$ cat config.mk
export PLATFORM = sky130hd
export DESIGN_NAME = fsh_channel
export DESIGN_NICKNAME = d
export VERILOG_FILES = /design/src/rtl/fsh_pkg.sv /design/src/rtl/fsh_edge_det.sv /design/src/rtl/fsh_frame_ctrl.sv /design/src/rtl/fsh_pin_drv.sv /design/src/rtl/fsh_channel.sv
export SDC_FILE = /design/constraint.sdc
export NUM_CORES = 1
export LEC_CHECK = 0
export ABC_AREA = 1
export CAP_MARGIN = 40
export CORE_ASPECT_RATIO = 0.9
export CORE_MARGIN = 4
export CORE_UTILIZATION = 30
export DETAILED_ROUTE_END_ITERATION = 10
export GPL_TIMING_DRIVEN = 0
export PLACE_DENSITY = 0.62
export REMOVE_ABC_BUFFERS = 1
export SYNTH_ARGS = -nofsm -noshare
export SYNTH_HDL_FRONTEND = slang
export SYNTH_HIERARCHICAL = 1
export SYNTH_SLANG_ARGS = --single-unit
$ cat constraint.sdc
create_clock -name clk -period 3.1 [get_ports clk]
set_clock_uncertainty 0.15 [all_clocks]
set_input_delay 0.465 -clock clk [delete_from_list [all_inputs] [get_ports clk]]
set_output_delay 0.465 -clock clk [all_outputs]
set_load 0.01 [all_outputs]
$ cat src/rtl/fsh_pkg.sv
package fsh_pkg;

  localparam logic [2:0] FSH_OFF   = 3'b000;
  localparam logic [2:0] FSH_RX    = 3'b001;
  localparam logic [2:0] FSH_TX    = 3'b010;
  localparam logic [2:0] FSH_MSTO  = 3'b100;
  localparam logic [2:0] FSH_MCONT = 3'b101;

  typedef enum logic [1:0] {
    PH_DATA  = 2'd0,
    PH_START = 2'd1,
    PH_ARM   = 2'd2,
    PH_STOP  = 2'd3
  } fsh_phase_e;

  function automatic logic fsh_mode_active(input logic [2:0] m);
    return (m == FSH_RX) || (m == FSH_TX) || (m == FSH_MSTO) || (m == FSH_MCONT);
  endfunction

  // Phase a new word begins in, from the start field
  function automatic fsh_phase_e fsh_entry_phase(input logic is_tx, input logic [1:0] st);
    if (st[1])                     return PH_START;
    else if (is_tx && st == 2'b01) return PH_ARM;
    else                           return PH_DATA;
  endfunction

  // Transmitter loads immediately when a word begins
  function automatic logic fsh_entry_loads(input logic is_tx, input logic [1:0] st);
    return is_tx && (st == 2'b00);
  endfunction

  // Returns {oe, data} for a drive style and a logical bit
  function automatic logic [1:0] fsh_pin_drive(input logic [1:0] cfg, input logic d);
    case (cfg)
      2'b01:   return {~d, 1'b0};
      2'b10:   return {1'b0, d};
      2'b11:   return {1'b1, d};
      default: return 2'b00;
    endcase
  endfunction

endpackage

$ cat src/rtl/fsh_edge_det.sv
module fsh_edge_det (
  input  logic clk,
  input  logic rst_n,
  input  logic sig_i,
  input  logic fall_sel_i,
  output logic evt_o
);
  logic sig_q;

  always_ff @(posedge clk or negedge rst_n) begin
    if (!rst_n) sig_q <= 1'b0;
    else        sig_q <= sig_i;
  end

  logic rise_w, fall_w;
  assign rise_w = ~sig_q & sig_i;
  assign fall_w = sig_q & ~sig_i;
  assign evt_o  = fall_sel_i ? fall_w : rise_w;
endmodule

$ cat src/rtl/fsh_frame_ctrl.sv
module fsh_frame_ctrl
  import fsh_pkg::*;
(
  input  logic       clk,
  input  logic       rst_n,
  input  logic       active_i,
  input  logic       is_tx_i,
  input  logic       enter_i,
  input  logic       expiry_i,
  input  logic       shift_evt_i,
  input  logic [1:0] start_cfg_i,
  input  logic [1:0] stop_cfg_i,
  input  logic       in_bit_i,
  output fsh_phase_e phase_o,
  output logic       do_shift_o,
  output logic       do_load_o,
  output logic       exp_act_o,
  output logic       start_err_o,
  output logic       stop_err_o
);
  fsh_phase_e phase_q, phase_n;
  logic sh_act, stop_on;

  assign exp_act_o = active_i & expiry_i;
  assign sh_act    = active_i & shift_evt_i & ~expiry_i & ~enter_i;
  assign stop_on   = stop_cfg_i[1];

  always_comb begin
    phase_n     = phase_q;
    do_shift_o  = 1'b0;
    do_load_o   = 1'b0;
    start_err_o = 1'b0;
    stop_err_o  = 1'b0;
    if (!active_i) begin
      phase_n = PH_DATA;
    end else if (enter_i) begin
      phase_n   = fsh_entry_phase(is_tx_i, start_cfg_i);
      do_load_o = fsh_entry_loads(is_tx_i, start_cfg_i);
    end else if (exp_act_o) begin
      if (stop_on) begin
        phase_n = PH_STOP;
      end else begin
        phase_n   = fsh_entry_phase(is_tx_i, start_cfg_i);
        do_load_o = fsh_entry_loads(is_tx_i, start_cfg_i);
      end
    end else if (sh_act) begin
      case (phase_q)
        PH_START: begin
          phase_n = PH_DATA;
          if (is_tx_i) do_load_o = 1'b1;
          else         start_err_o = (in_bit_i != start_cfg_i[0]);
        end
        PH_ARM: begin
          phase_n   = PH_DATA;
          do_load_o = 1'b1;
        end
        PH_STOP: begin
          if (!is_tx_i) stop_err_o = (in_bit_i != stop_cfg_i[0]);
          phase_n   = fsh_entry_phase(is_tx_i, start_cfg_i);
          do_load_o = fsh_entry_loads(is_tx_i, start_cfg_i);
        end
        default: do_shift_o = 1'b1;
      endcase
    end
  end

  always_ff @(posedge clk or negedge rst_n) begin
    if (!rst_n) phase_q <= PH_DATA;
    else        phase_q <= phase_n;
  end

  assign phase_o = phase_q;

  // A shift edge in the start phase always leads into the data phase
  assert_start_to_data_R7: assert property (@(posedge clk) disable iff (!rst_n)
    (active_i && !enter_i && !expiry_i && shift_evt_i && phase_q == PH_START)
      |=> (phase_q == PH_DATA));
endmodule

$ cat src/rtl/fsh_pin_drv.sv
module fsh_pin_drv
  import fsh_pkg::*;
(
  input  logic       bit_i,
  input  logic       pol_i,
  input  logic [1:0] cfg_i,
  output logic       pin_o,
  output logic       oe_o
);
  logic [1:0] drv;
  assign drv   = fsh_pin_drive(cfg_i, bit_i ^ pol_i);
  assign oe_o  = drv[1];
  assign pin_o = drv[0];
endmodule

$ cat src/rtl/fsh_channel.sv
module fsh_channel
  import fsh_pkg::*;
#(
  parameter int DATA_W = 32
) (
  input  logic              clk,
  input  logic              rst_n,
  input  logic [2:0]        mode_i,
  input  logic [1:0]        start_cfg_i,
  input  logic [1:0]        stop_cfg_i,
  input  logic              in_src_i,
  input  logic              clk_pol_i,
  input  logic              pin_pol_i,
  input  logic [1:0]        pin_cfg_i,
  input  logic              shift_clk_i,
  input  logic              expiry_i,
  input  logic              pin_in_i,
  input  logic              chain_in_i,
  input  logic              buf_wr_i,
  input  logic [DATA_W-1:0] buf_wdata_i,
  input  logic              buf_rd_i,
  input  logic              err_clr_i,
  output logic [DATA_W-1:0] buf_o,
  output logic              status_o,
  output logic              error_o,
  output logic              pin_out_o,
  output logic              pin_oe_o,
  output logic              chain_out_o
);
  localparam int HALF = DATA_W / 2;

  // Masked compare: upper half of the buffer masks the lower half
  function automatic logic masked_eq(input logic [DATA_W-1:0] s, input logic [DATA_W-1:0] b);
    return ((s[HALF-1:0] ^ b[HALF-1:0]) & ~b[DATA_W-1:HALF]) == '0;
  endfunction

  logic [DATA_W-1:0] sr_q, buf_q;
  logic [2:0]        mode_q;
  logic              active, enter, is_tx, in_bit;
  logic              shift_evt, do_shift, do_load, exp_act, start_err, stop_err;
  logic              capture, match_now, status_set, err_set, access, tx_bit;
  fsh_phase_e        phase;

  assign active = fsh_mode_active(mode_i);
  assign enter  = active && (mode_i != mode_q);
  assign is_tx  = (mode_i == FSH_TX);
  assign in_bit = in_src_i ? chain_in_i : pin_in_i;

  fsh_edge_det u_edge (
    .clk        (clk),
    .rst_n      (rst_n),
    .sig_i      (shift_clk_i),
    .fall_sel_i (clk_pol_i),
    .evt_o      (shift_evt)
  );

  fsh_frame_ctrl u_frame (
    .clk         (clk),
    .rst_n       (rst_n),
    .active_i    (active),
    .is_tx_i     (is_tx),
    .enter_i     (enter),
    .expiry_i    (expiry_i),
    .shift_evt_i (shift_evt),
    .start_cfg_i (start_cfg_i),
    .stop_cfg_i  (stop_cfg_i),
    .in_bit_i    (in_bit),
    .phase_o     (phase),
    .do_shift_o  (do_shift),
    .do_load_o   (do_load),
    .exp_act_o   (exp_act),
    .start_err_o (start_err),
    .stop_err_o  (stop_err)
  );

  assign capture    = exp_act && (mode_i == FSH_RX);
  assign match_now  = masked_eq(sr_q, buf_q);
  assign status_set = capture || do_load || (exp_act && (mode_i == FSH_MSTO) && match_now);
  assign err_set    = start_err | stop_err;
  assign access     = buf_wr_i | buf_rd_i;

  always_ff @(posedge clk or negedge rst_n) begin
    if (!rst_n) begin
      mode_q   <= FSH_OFF;
      sr_q     <= '0;
      buf_q    <= '0;
      status_o <= 1'b0;
      error_o  <= 1'b0;
    end else begin
      mode_q <= mode_i;
      if (do_load)       sr_q <= buf_q;
      else if (do_shift) sr_q <= {in_bit, sr_q[DATA_W-1:1]};
      if (capture)       buf_q <= sr_q;
      else if (buf_wr_i) buf_q <= buf_wdata_i;
      if (mode_i == FSH_MCONT) status_o <= match_now;
      else                     status_o <= status_set | (status_o & ~access);
      error_o <= err_set | (error_o & ~err_clr_i);
    end
  end

  always_comb begin
    tx_bit = sr_q[0];
    if (is_tx && phase == PH_START)     tx_bit = start_cfg_i[0];
    else if (is_tx && phase == PH_STOP) tx_bit = stop_cfg_i[0];
  end

  fsh_pin_drv u_pin (
    .bit_i (tx_bit),
    .pol_i (pin_pol_i),
    .cfg_i (pin_cfg_i),
    .pin_o (pin_out_o),
    .oe_o  (pin_oe_o)
  );

  assign buf_o       = buf_q;
  assign chain_out_o = sr_q[0];

  assert_off_hold_R1: assert property (@(posedge clk) disable iff (!rst_n)
    !active |=> $stable(sr_q));

  assert_shift_lsb_R2: assert property (@(posedge clk) disable iff (!rst_n)
    do_shift |=> (sr_q == {$past(in_bit), $past(sr_q[DATA_W-1:1])}));

  assert_rx_capture_R3: assert property (@(posedge clk) disable iff (!rst_n)
    capture |=> (buf_q == $past(sr_q)) && status_o);

  assert_tx_load_R4: assert property (@(posedge clk) disable iff (!rst_n)
    do_load |=> (sr_q == $past(buf_q)) && status_o);

  assert_cont_track_R6: assert property (@(posedge clk) disable iff (!rst_n)
    (mode_i == FSH_MCONT) |=> (status_o == $past(match_now)));

  assert_err_clear_R13: assert property (@(posedge clk) disable iff (!rst_n)
    (err_clr_i && !start_err && !stop_err) |=> !error_o);
endmodule

======== Word level (Yosys, flattened, before mapping) ========
Cells that the tools add are included.
word-level totals
  logic and storage cells ................. 108
  bits in registers ....................... 72
  output and inout bits ................... 37
  input port bits ......................... 53
operators by class
  reductions and logical operators ........ 20
  bitwise gates (word level) .............. 23
  equality and inequality tests ........... 16
  multiplexer cells ....................... 42
operators with widths
  cell                  number
  $mux W32              4
  $mux W1               28
  $and A16 B16 Y16      1
  $logic_not A16 Y1     1
  $not A16 Y16          1
  $xor A16 B16 Y16      1
  $mux W2               7
  $and A1 B1 Y1         8
  $eq A2 B2 Y1 const B  4
  $logic_and A1 B1 Y1   8
  $not A1 Y1            7
  $eq A2 B1 Y1 const B  3
  $eq A3 B3 Y1 const B  2
  $pmux W2 S3           1
  $logic_or A1 B1 Y1    5
  $ne A5 B2 Y1 const B  1
  $ne A4 B1 Y1 const B  1
  $or A1 B1 Y1          4
  $pmux W2 S2           1
  $reduce_bool A2 Y1    2
  $eq A3 B1 Y1 const B  1
  $eq A3 B2 Y1 const B  1
  $ne A3 B3 Y1          1
  $pmux W1 S3           1
  other kinds (6)       7

======== Longest topological paths before layout ========
Gate-level depths: netlist (run 1).
  depth in word-level cells ............... 15
  depth in mapped cells ................... 19
  gate-level depth less buffers ........... 18

======== Modules after synthesis ========
The synthesis (run 1) kept the hierarchy.
by module, submodules not included
  module          instances  cells each  area each (um^2)  sequential area each (um^2)
  fsh_channel     1          412         3,616.0           1,726.7
  fsh_frame_ctrl  1          68          400.4             50.0
  fsh_edge_det    1          7           50.0              25.0
  fsh_pin_drv     1          10          42.5              0.0

======== Worst setup path before layout (run 1) ========
Ideal clock, no wire load.
  kind .................................... input to register
  start point ............................. input port mode_i[0]
  end point ............................... register sr_q[21]
  slack ................................... 0.571 ns
  library setup time ...................... 0.130 ns
  required time ........................... 2.820 ns
  path buffers ............................ 2
  arrival ................................. 2.248 ns
  cell stages on the path ................. 14
  cells stage by stage .................... nor3_2 -> inv_1 -> nand3b_1 -> o31ai_1 -> inv_1 -> inv_2 -> a31oi_1 -> nand2_1 -> nor2_1 -> buf_2 -> buf_2 -> a21oi_1 -> o21ai_0 -> o21ai_0
on the way
  word-level cells in the longest chain between the ends .. 12
  elaborated cells between the ends (all ways) .. 28
  classes of those cells .................. eq/ne: 5; mux: 12; bitwise: 5; reduce/logical: 6
RTL lines
  element                                                RTL line              source
  start: declaration                                     fsh_channel.sv:8      input logic [2:0] mode_i,
  $eq A3 B1 Y1 / $eq A3 B2 Y1 (equally long branches)    fsh_pkg.sv:17         return (m == FSH_RX) || (m == FSH_TX) || (m == FSH_MSTO) || (m == FSH_MCONT);
  $logic_or A1 B1 Y1 (2 in series)                       fsh_pkg.sv:17
  $logic_or A1 B1 Y1 *                                   fsh_pkg.sv:17
  net active                                             fsh_channel.sv:39     logic active, enter, is_tx, in_bit;
  $logic_and A1 B1 Y1 *                                  fsh_channel.sv:45     assign enter = active && (mode_i != mode_q);
  net enter                                              fsh_channel.sv:39
  $not A1 Y1                                             fsh_frame_ctrl.sv:25  assign sh_act = active_i & shift_evt_i & ~expiry_i & ~enter_i;
  $and A1 B1 Y1                                          fsh_frame_ctrl.sv:25
  $mux W1                                                fsh_frame_ctrl.sv:46  end else if (sh_act) begin
  $mux W1                                                fsh_frame_ctrl.sv:39  end else if (exp_act_o) begin
  $mux W1 *                                              fsh_frame_ctrl.sv:36  end else if (enter_i) begin
  $mux W1 *                                              fsh_frame_ctrl.sv:34  if (!active_i) begin
  net do_load                                            fsh_channel.sv:40     logic shift_evt, do_shift, do_load, exp_act, start_err, stop_err;
  $mux W32 / $reduce_bool A2 Y1 (equally long branches)  n/a
  end signal: assignment                                 fsh_channel.sv:91     if (do_load) sr_q <= buf_q;
  end signal: assignment                                 fsh_channel.sv:92     else if (do_shift) sr_q <= {in_bit, sr_q[DATA_W-1:1]};
  end: declaration                                       fsh_channel.sv:37     logic [DATA_W-1:0] sr_q, buf_q;
Mark *: on every way through the listed nets, which the timed path passes. The rest lies on a longest branch.
A chain may end at the register's enable or synchronous reset.

======== Final worst setup path (run 1) ========
  start point ............................. input port mode_i[1]
  end point ............................... output port pin_oe_o
on the way
  word-level cells in the longest chain between the ends .. 7
  elaborated cells between the ends (all ways) .. 8
  classes of those cells .................. eq/ne: 1; mux: 3; bitwise: 2; reduce/logical: 2
RTL lines
  element              RTL line            source
  $eq A3 B2 Y1 *       fsh_channel.sv:46   assign is_tx = (mode_i == FSH_TX);
  net is_tx            fsh_channel.sv:39
  $logic_and A1 B1 Y1  fsh_channel.sv:104  else if (is_tx && phase == PH_STOP) tx_bit = stop_cfg_i[0];
  $mux W1              fsh_channel.sv:104
  $mux W1 *            fsh_channel.sv:103  if (is_tx && phase == PH_START) tx_bit = start_cfg_i[0];
  net tx_bit           fsh_channel.sv:41   logic capture, match_now, status_set, err_set, access, tx_bit;
  $xor A1 B1 Y1 *      fsh_pin_drv.sv:11   assign drv = fsh_pin_drive(cfg_i, bit_i ^ pol_i);
  $not A1 Y1 *         fsh_pkg.sv:35       2'b01: return {~d, 1'b0};
  $pmux W2 S3 *        fsh_pkg.sv:34       case (cfg)
  end: declaration     fsh_channel.sv:27   output logic pin_oe_o,
Marked as above.

==> qor.csv, run 1 <==
metric,value,unit
status,"finished, final reports clean",
Worst Path Buf+Inv,4,
Die W,131.4,um
DP Cell Count,734,
GRT overflow,0,
area of the multi-input gates,1823,um2
port bufs,89,
initial antenna violation count,0,
reg2reg setup slack,0.56,ns
FF-to-FF Start,mode_q[0]$_DFF_PN0_,
Layout Nets,647,
hold endpoint,mode_q[0]$_DFF_PN0_,
post-synth cell types,38,
critical-path cell list,"dlygate4sd2_1, inv_1, nor3_4, nand2_1, mux2i_1, inv_1, nand2_1, nand3_1, nand2_1, clkdlybuf4s50_1",
drt drc,0,
Die Area,15640,um2
DP Worst Slack,-1.634,ns
fin crit period,2.859,ns
P_leak,2.578,nW
clock-pin slew on the worst setup and hold paths,0.06,ns
r2r worst-path depth,16,
WP data required,2.48,ns
gpl congestion,0.7778,
cells taking the most area after synthesis,"dfrtp_1, inv_1, o221ai_2",
top cell type's share of synthesized area,43.85,%
GRT Overall Usage,15.47,%
cells after synthesis,497,
WL per Instance,16.14,um
worst-case clock buffer depth,2,
Most common cell on crit path,nand2_1,
Layout area overhead,36.81,%
period utilization,92.22,%
max cap viols,0,
RSZ-0062 raised after global routing,no,
Layout fillers,1315,
Hold Path Origin,mode_i[0],
number of vias per cell,5.030,
Fin. Hold Viols,0,
Final HPWL DP,8537,um
Core Footprint,13360,um2
yosys warns,6,
Finished Layout Cells,762,
Pwr per Cell Area,581.2,nW/um2
Initial DRT Pass Iterations,5,
largest vdd supply drop,0.3363,mV
Die H,119.0,um
antenna-violating nets left,0,
CP Launch Type,primary input,
register bit total from synthesis,72,
syn_area_per_cell,8.267,um2
# setup viols final,0,
diode count,0,
"Clk Latency, worst-skew pair",0.33,ns
Reg area,1802,um2
I/O Pins,90,
Slew HR,45.08,%
clock sinks,72,
CP Data Arrival Time,2.24,ns
Hold Path Class,primary input to flip-flop,
CP max stage delay,0.54,ns
most instantiated library cell after synthesis,inv_1,
vias post-DR,3833,
vias in the first global route,3872,
initial core utilization,30.75,%
global-route wire length before repair,19570,um
"Seq/Total Area, Yosys",43.85,%
Slew Limit Fails,0,
worst hold stages,1,
root buf cell,clkbuf_16,
nature of the critical path endpoint,primary output,
Yosys top cell by area,dfrtp_1,
largest net degree at the start of global routing,42,
CTS tree,yes,
"Slowest-stage cell, CP",clkdlybuf4s50_1,
DRT Wirelength,12300,um
"Cell Area, Synth",4109,um2
Max Freq,349.8,MHz
ys flop type,dfrtp_1,
Setup crit start,mode_i[1],
worst setup path class,primary input to primary output,
Core Rows,40,
CTS H-tree lvls,3,
CP top delay family,buffers and inverters,
R2R Path End,sr_q[13]$_DFFE_PN0P_,
Post-synth top cells,"inv_1, dfrtp_1, nand2_1",
Critical Path Fanout Max,4,
initial drt markers,227,
share of flip-flops with an asynchronous set or reset,100.0,%
worst-margin pin slew,0.8213,ns
TritonCTS Buffers,9,
share of cells above drive strength 1,11.78,%
setup slack after layout,0.2411,ns
number of flops mapped to enable cells by yosys,0,
[area by class of cell]
type                    count  share of cell area, %
clock inverters             6                 0.6454
clock buffers              10                  4.073
repair buffers            106                  20.41
well taps                 168                  3.739
inverters                  98                  6.655
flip-flops and latches     72                  32.05
multi-input cells         302                  32.43
[registers in the layout, indices dropped and copies added (netlist names)]
name	count
sr_q	32
u_edge/sig_q	1
mode_q	3
u_frame/phase_o	2
status_o	1
error_o	1
buf_o	32
[worst max-delay path by stage]
stage | slack [ns] | end | cells after the start
floorplan | -1.48 | sr_q[29]$_DFFE_PN0P_ | 13
global placement | -4.22 | sr_q[29]$_DFFE_PN0P_ | 15
detailed placement | -1.63 | sr_q[29]$_DFFE_PN0P_ | 20
CTS | 0.06 | pin_oe_o | 9
global route | 0.05 | pin_oe_o | 10
finish | 0.24 | pin_oe_o | 10
[power breakdown]
group          internal (mW)  total (mW)  switching, mW
combinational          0.403       0.952          0.549
clock                  0.537       0.934          0.396
sequential              1.20        1.38          0.183
total                   2.14        3.27           1.13
[timing repair]
action                     in CTS  in global routing
pin swaps                       4                  2
hold endpoints to repair       33                  0
gates resized for setup         6                  2
hold buffers                    1                  0
cloned                          1                  2
setup buffers                   5                  3
setup endpoints to repair      67                 35
[cell usage in the layout, fill, tap and decap left out, types with 4 or more instances in the layout]
cell	count
nand2_1	67
inv_1	93
a21oi_1	27
buf_12	4
ha_1	5
o21ai_0	55
clkinv_2	4
o221ai_2	20
clkdlybuf4s50_1	85
nor2_4	5
o221ai_1	14
nand3_1	58
buf_4	9
dfrtp_1	72
clkbuf_16	11
nor2_1	18
[cell families (layout without fill, tap and decap cells)]
family                     count (synthesis)  after routing  share of synthesized area [%]
and+or+nand+nor                          161            162                          18.00
AOI/OAI and AO/OA                        130            130                          22.66
buffers and inverters                    124            220                          12.82
DFF                                       72             72                          43.85
adders and majority gates                  5              5                          1.523
xor gates and xnor gates                   3              3                         0.6396
muxes                                      2              2                         0.5177
[layer usage]
metal | vias to the layer above | track usage (%) | wire length (um)
met5 | - | 0 | 0
met4 | 0 | 2.887 | 72
met3 | 5 | 3.716 | 553
met2 | 95 | 25.71 | 5934
met1 | 1872 | 20.83 | 5738
li1 | 1861 | - | -
[worst reg2reg max path, stage by stage (launching register included)]
cell	delay [ns]
dfrtp_1	0.37
a22o_1	0.22
o31ai_1	0.19
inv_1	0.12
inv_2	0.11
nand2_2	0.08
inv_2	0.06
nand2_1	0.04
o21ai_1	0.06
nand2_1	0.10
nor2_4	0.18
buf_12	0.17
nor2_4	0.06
buf_4	0.22
a21oi_1	0.13
o21ai_0	0.10
o21ai_0	0.08
[through the flow]
stage               total power [mW]  util (%)  TNS, ns  hold WS [ns]  cell area (um2)
finish                         3.267     42.07        0        0.2228             5622
global route                   3.485     42.07        0        0.2107             5622
CTS                            3.304     41.49        0        0.3485             5544
detailed placement             2.342     38.94   -67.99        0.2995             5204
global placement               2.288     37.82  -302.66        0.3354             5054
floorplan                      1.902         -   -67.92       0.01941             3953
Power figures use the tool's default switching activity.
==> inputs of run 2 (changes only) <==
- ABC_AREA: 1 -> not set
- HOLD_SLACK_MARGIN: not set -> 0.02
- PLACE_DENSITY: 0.62 -> 0.63
==> run 2 against run 1 <==
Effect of this change:
- first-iteration DRC count down 49%
- critical endpoint is now pin_out_o
- largest power group unchanged
- sequential power up 8%
- clock-buffer cell count unchanged
- sequential share of layout area up 2.2 points
- worst hold slack worse by 0.0053 ns
- critical path depth down 2
- sequential cell count unchanged
- die area down 5.4%
- cell count down 16%
==> qor.csv, run 2 <==
metric,value,unit
cells after synthesis,384,
diode count,0,
Die Area,14800,um2
most frequent cells in the layout,"clkdlybuf4s50_1, dfrtp_1, nand2_1, mux2i_1, o21ai_0",
Slew Limit Fails,0,
Layout Nets,526,
largest vdd supply drop,0.2645,mV
Final Core Density,41.42,%
antenna-violating nets left,0,
register bit total from synthesis,72,
global-route wire length before repair,15790,um
drt drc,0,
port bufs,89,
initial drt markers,115,
"leading cell type in the layout, fill and taps excluded",clkdlybuf4s50_1,
Fin. Hold Viols,0,
post-synth cell types,45,
CP max stage delay,0.53,ns
"Clk Latency, worst-skew pair",0.33,ns
nature of the critical path endpoint,primary output,
I/O Pins,90,
GRT overflow,0,
CP Launch Type,primary input,
TritonCTS Buffers,9,
worst setup path class,primary input to primary output,
Slew HR,46.87,%
# setup viols final,0,
CP top delay family,buffers and inverters,
Yosys top cell by area,dfrtp_1,
ys flop type,dfrtp_1,
worst-margin pin slew,0.7950,ns
cell area after layout,5255,um2
CTS tree,yes,
worst-case clock buffer depth,2,
"Slowest-stage cell, CP",clkdlybuf4s50_1,
Die W,127.8,um
root buf cell,clkbuf_16,
CTS H-tree lvls,3,
Layout area overhead,35.66,%
P_leak,2.041,nW
initial core utilization,30.53,%
DRT Wirelength,9638,um
initial antenna violation count,0,
Hold Path Class,primary input to flip-flop,
vias in the first global route,3076,
Critical Path Fanout Max,7,
share of flip-flops with an asynchronous set or reset,100.0,%
gpl congestion,0.8458,
reg2reg setup slack,0.20,ns
"Cell Area, Synth",3874,um2
cells taking the most area after synthesis,"dfrtp_1, mux2i_1, o21ai_0",
top cell type's share of synthesized area,46.51,%
Final HPWL DP,7213,um
share of cells above drive strength 1,7.611,%
most instantiated library cell after synthesis,dfrtp_1,
CP Data Arrival Time,2.33,ns
Worst Path Buf+Inv,2,
WP data required,2.48,ns
number of flops mapped to enable cells by yosys,0,
"Seq/Total Area, Yosys",46.51,%
largest net degree at the start of global routing,43,
GRT Overall Usage,13.38,%
Max Freq,339.8,MHz
yosys warns,6,
RSZ-0062 raised after global routing,no,
vias post-DR,2992,
Initial DRT Pass Iterations,4,
Min Hold Slack,0.2174,ns
number of vias per cell,4.697,
Core Footprint,12690,um2
Pwr per Cell Area,639.5,nW/um2
period utilization,94.94,%
fin crit period,2.943,ns
clock sinks,72,
syn_area_per_cell,10.09,um2
WL per Instance,15.13,um
status,"finished, final reports clean",
Post-synth top cells,"dfrtp_1, nand2_1, mux2i_1",
Die H,115.8,um
critical-path cell list,"dlygate4sd2_1, nor2_2, and2_2, a21oi_1, a31oi_1, xor2_1, and2_1, clkdlybuf4s50_1",
"Cell Area, Placed",4942,um2
Core Rows,39,
clock-pin slew on the worst setup and hold paths,0.06,ns
max cap viols,0,
[run 2: layout make-up]
cell class | count | area [um2]
multi-input cells | 283 | 1914
clock inverters | 6 | 67.56
flip-flops and latches | 72 | 1802
fillers | 1206 | 7432
repair buffers | 95 | 1001
clock buffers | 10 | 239.0
inverters | 7 | 26.28
well taps | 164 | 205.2
[run 2: final timing paths]
| check | from | depth (start not counted) | endpoint |
|---|---|---|---|
| max reg2reg | mode_q[1]$_DFF_PN0_ | 8 | sr_q[8]$_DFFE_PN0P_ |
| max in group asynchronous | rst_n | 3 | buf_o[6]$_DFFE_PN0P_ |
| min in group asynchronous | rst_n | 2 | u_edge/sig_q$_DFF_PN0_ |
| min reg2reg | sr_q[26]$_DFFE_PN0P_ | 2 | buf_o[26]$_DFFE_PN0P_ |
| max | mode_i[0] | 8 | pin_out_o |
| min | mode_i[2] | 1 | mode_q[2]$_DFF_PN0_ |
[run 2: logic make-up after synthesis]
family          share of synthesized area, %
flops                                  46.51
xor+xnor                               4.522
simple gates                           11.21
compound gates                         14.08
mux                                    17.64
buf+inv                                4.425
fa+ha+maj                              1.615
[run 2: metal layers]
layer	part of all wire (%)	track usage (%)	vias up
met5	0	0	-
met4	0.94	4.950	0
met2	47	20.76	54
met1	49	18.71	1412
li1	-	-	1518
met3	3.3	2.535	8
[run 2: power by group]
| part | switching [mW] | total, mW | leakage [nW] | internal (mW) |
|---|---|---|---|---|
| Clock | 0.400 | 1.05 | 0.145 | 0.647 |
| Sequential | 0.295 | 1.49 | 0.899 | 1.20 |
| Combinational | 0.358 | 0.819 | 0.997 | 0.461 |
[run 2: metrics by stage]
step / setup WS [ns] / power, mW / TNS [ns] / std cells
after floorplan: -0.8667 / 1.897 / -27.79 / 362
after global placement: -2.337 / 2.307 / -190.07 / 615
after detailed placement: -0.4015 / 2.343 / -12.39 / 620
after CTS: 0.1345 / 3.401 / 0 / 637
after global routing: 0.007272 / 3.568 / 0 / 637
final: 0.1568 / 3.360 / 0 / 637
[run 2: what timing repair did]
action / in CTS / in global routing
setup buffers: 0 / 0
endpoints found under the hold margin: 37 / 0
setup endpoints to repair: 21 / 3
hold buffers: 1 / 0
gates resized for setup: 5 / 2
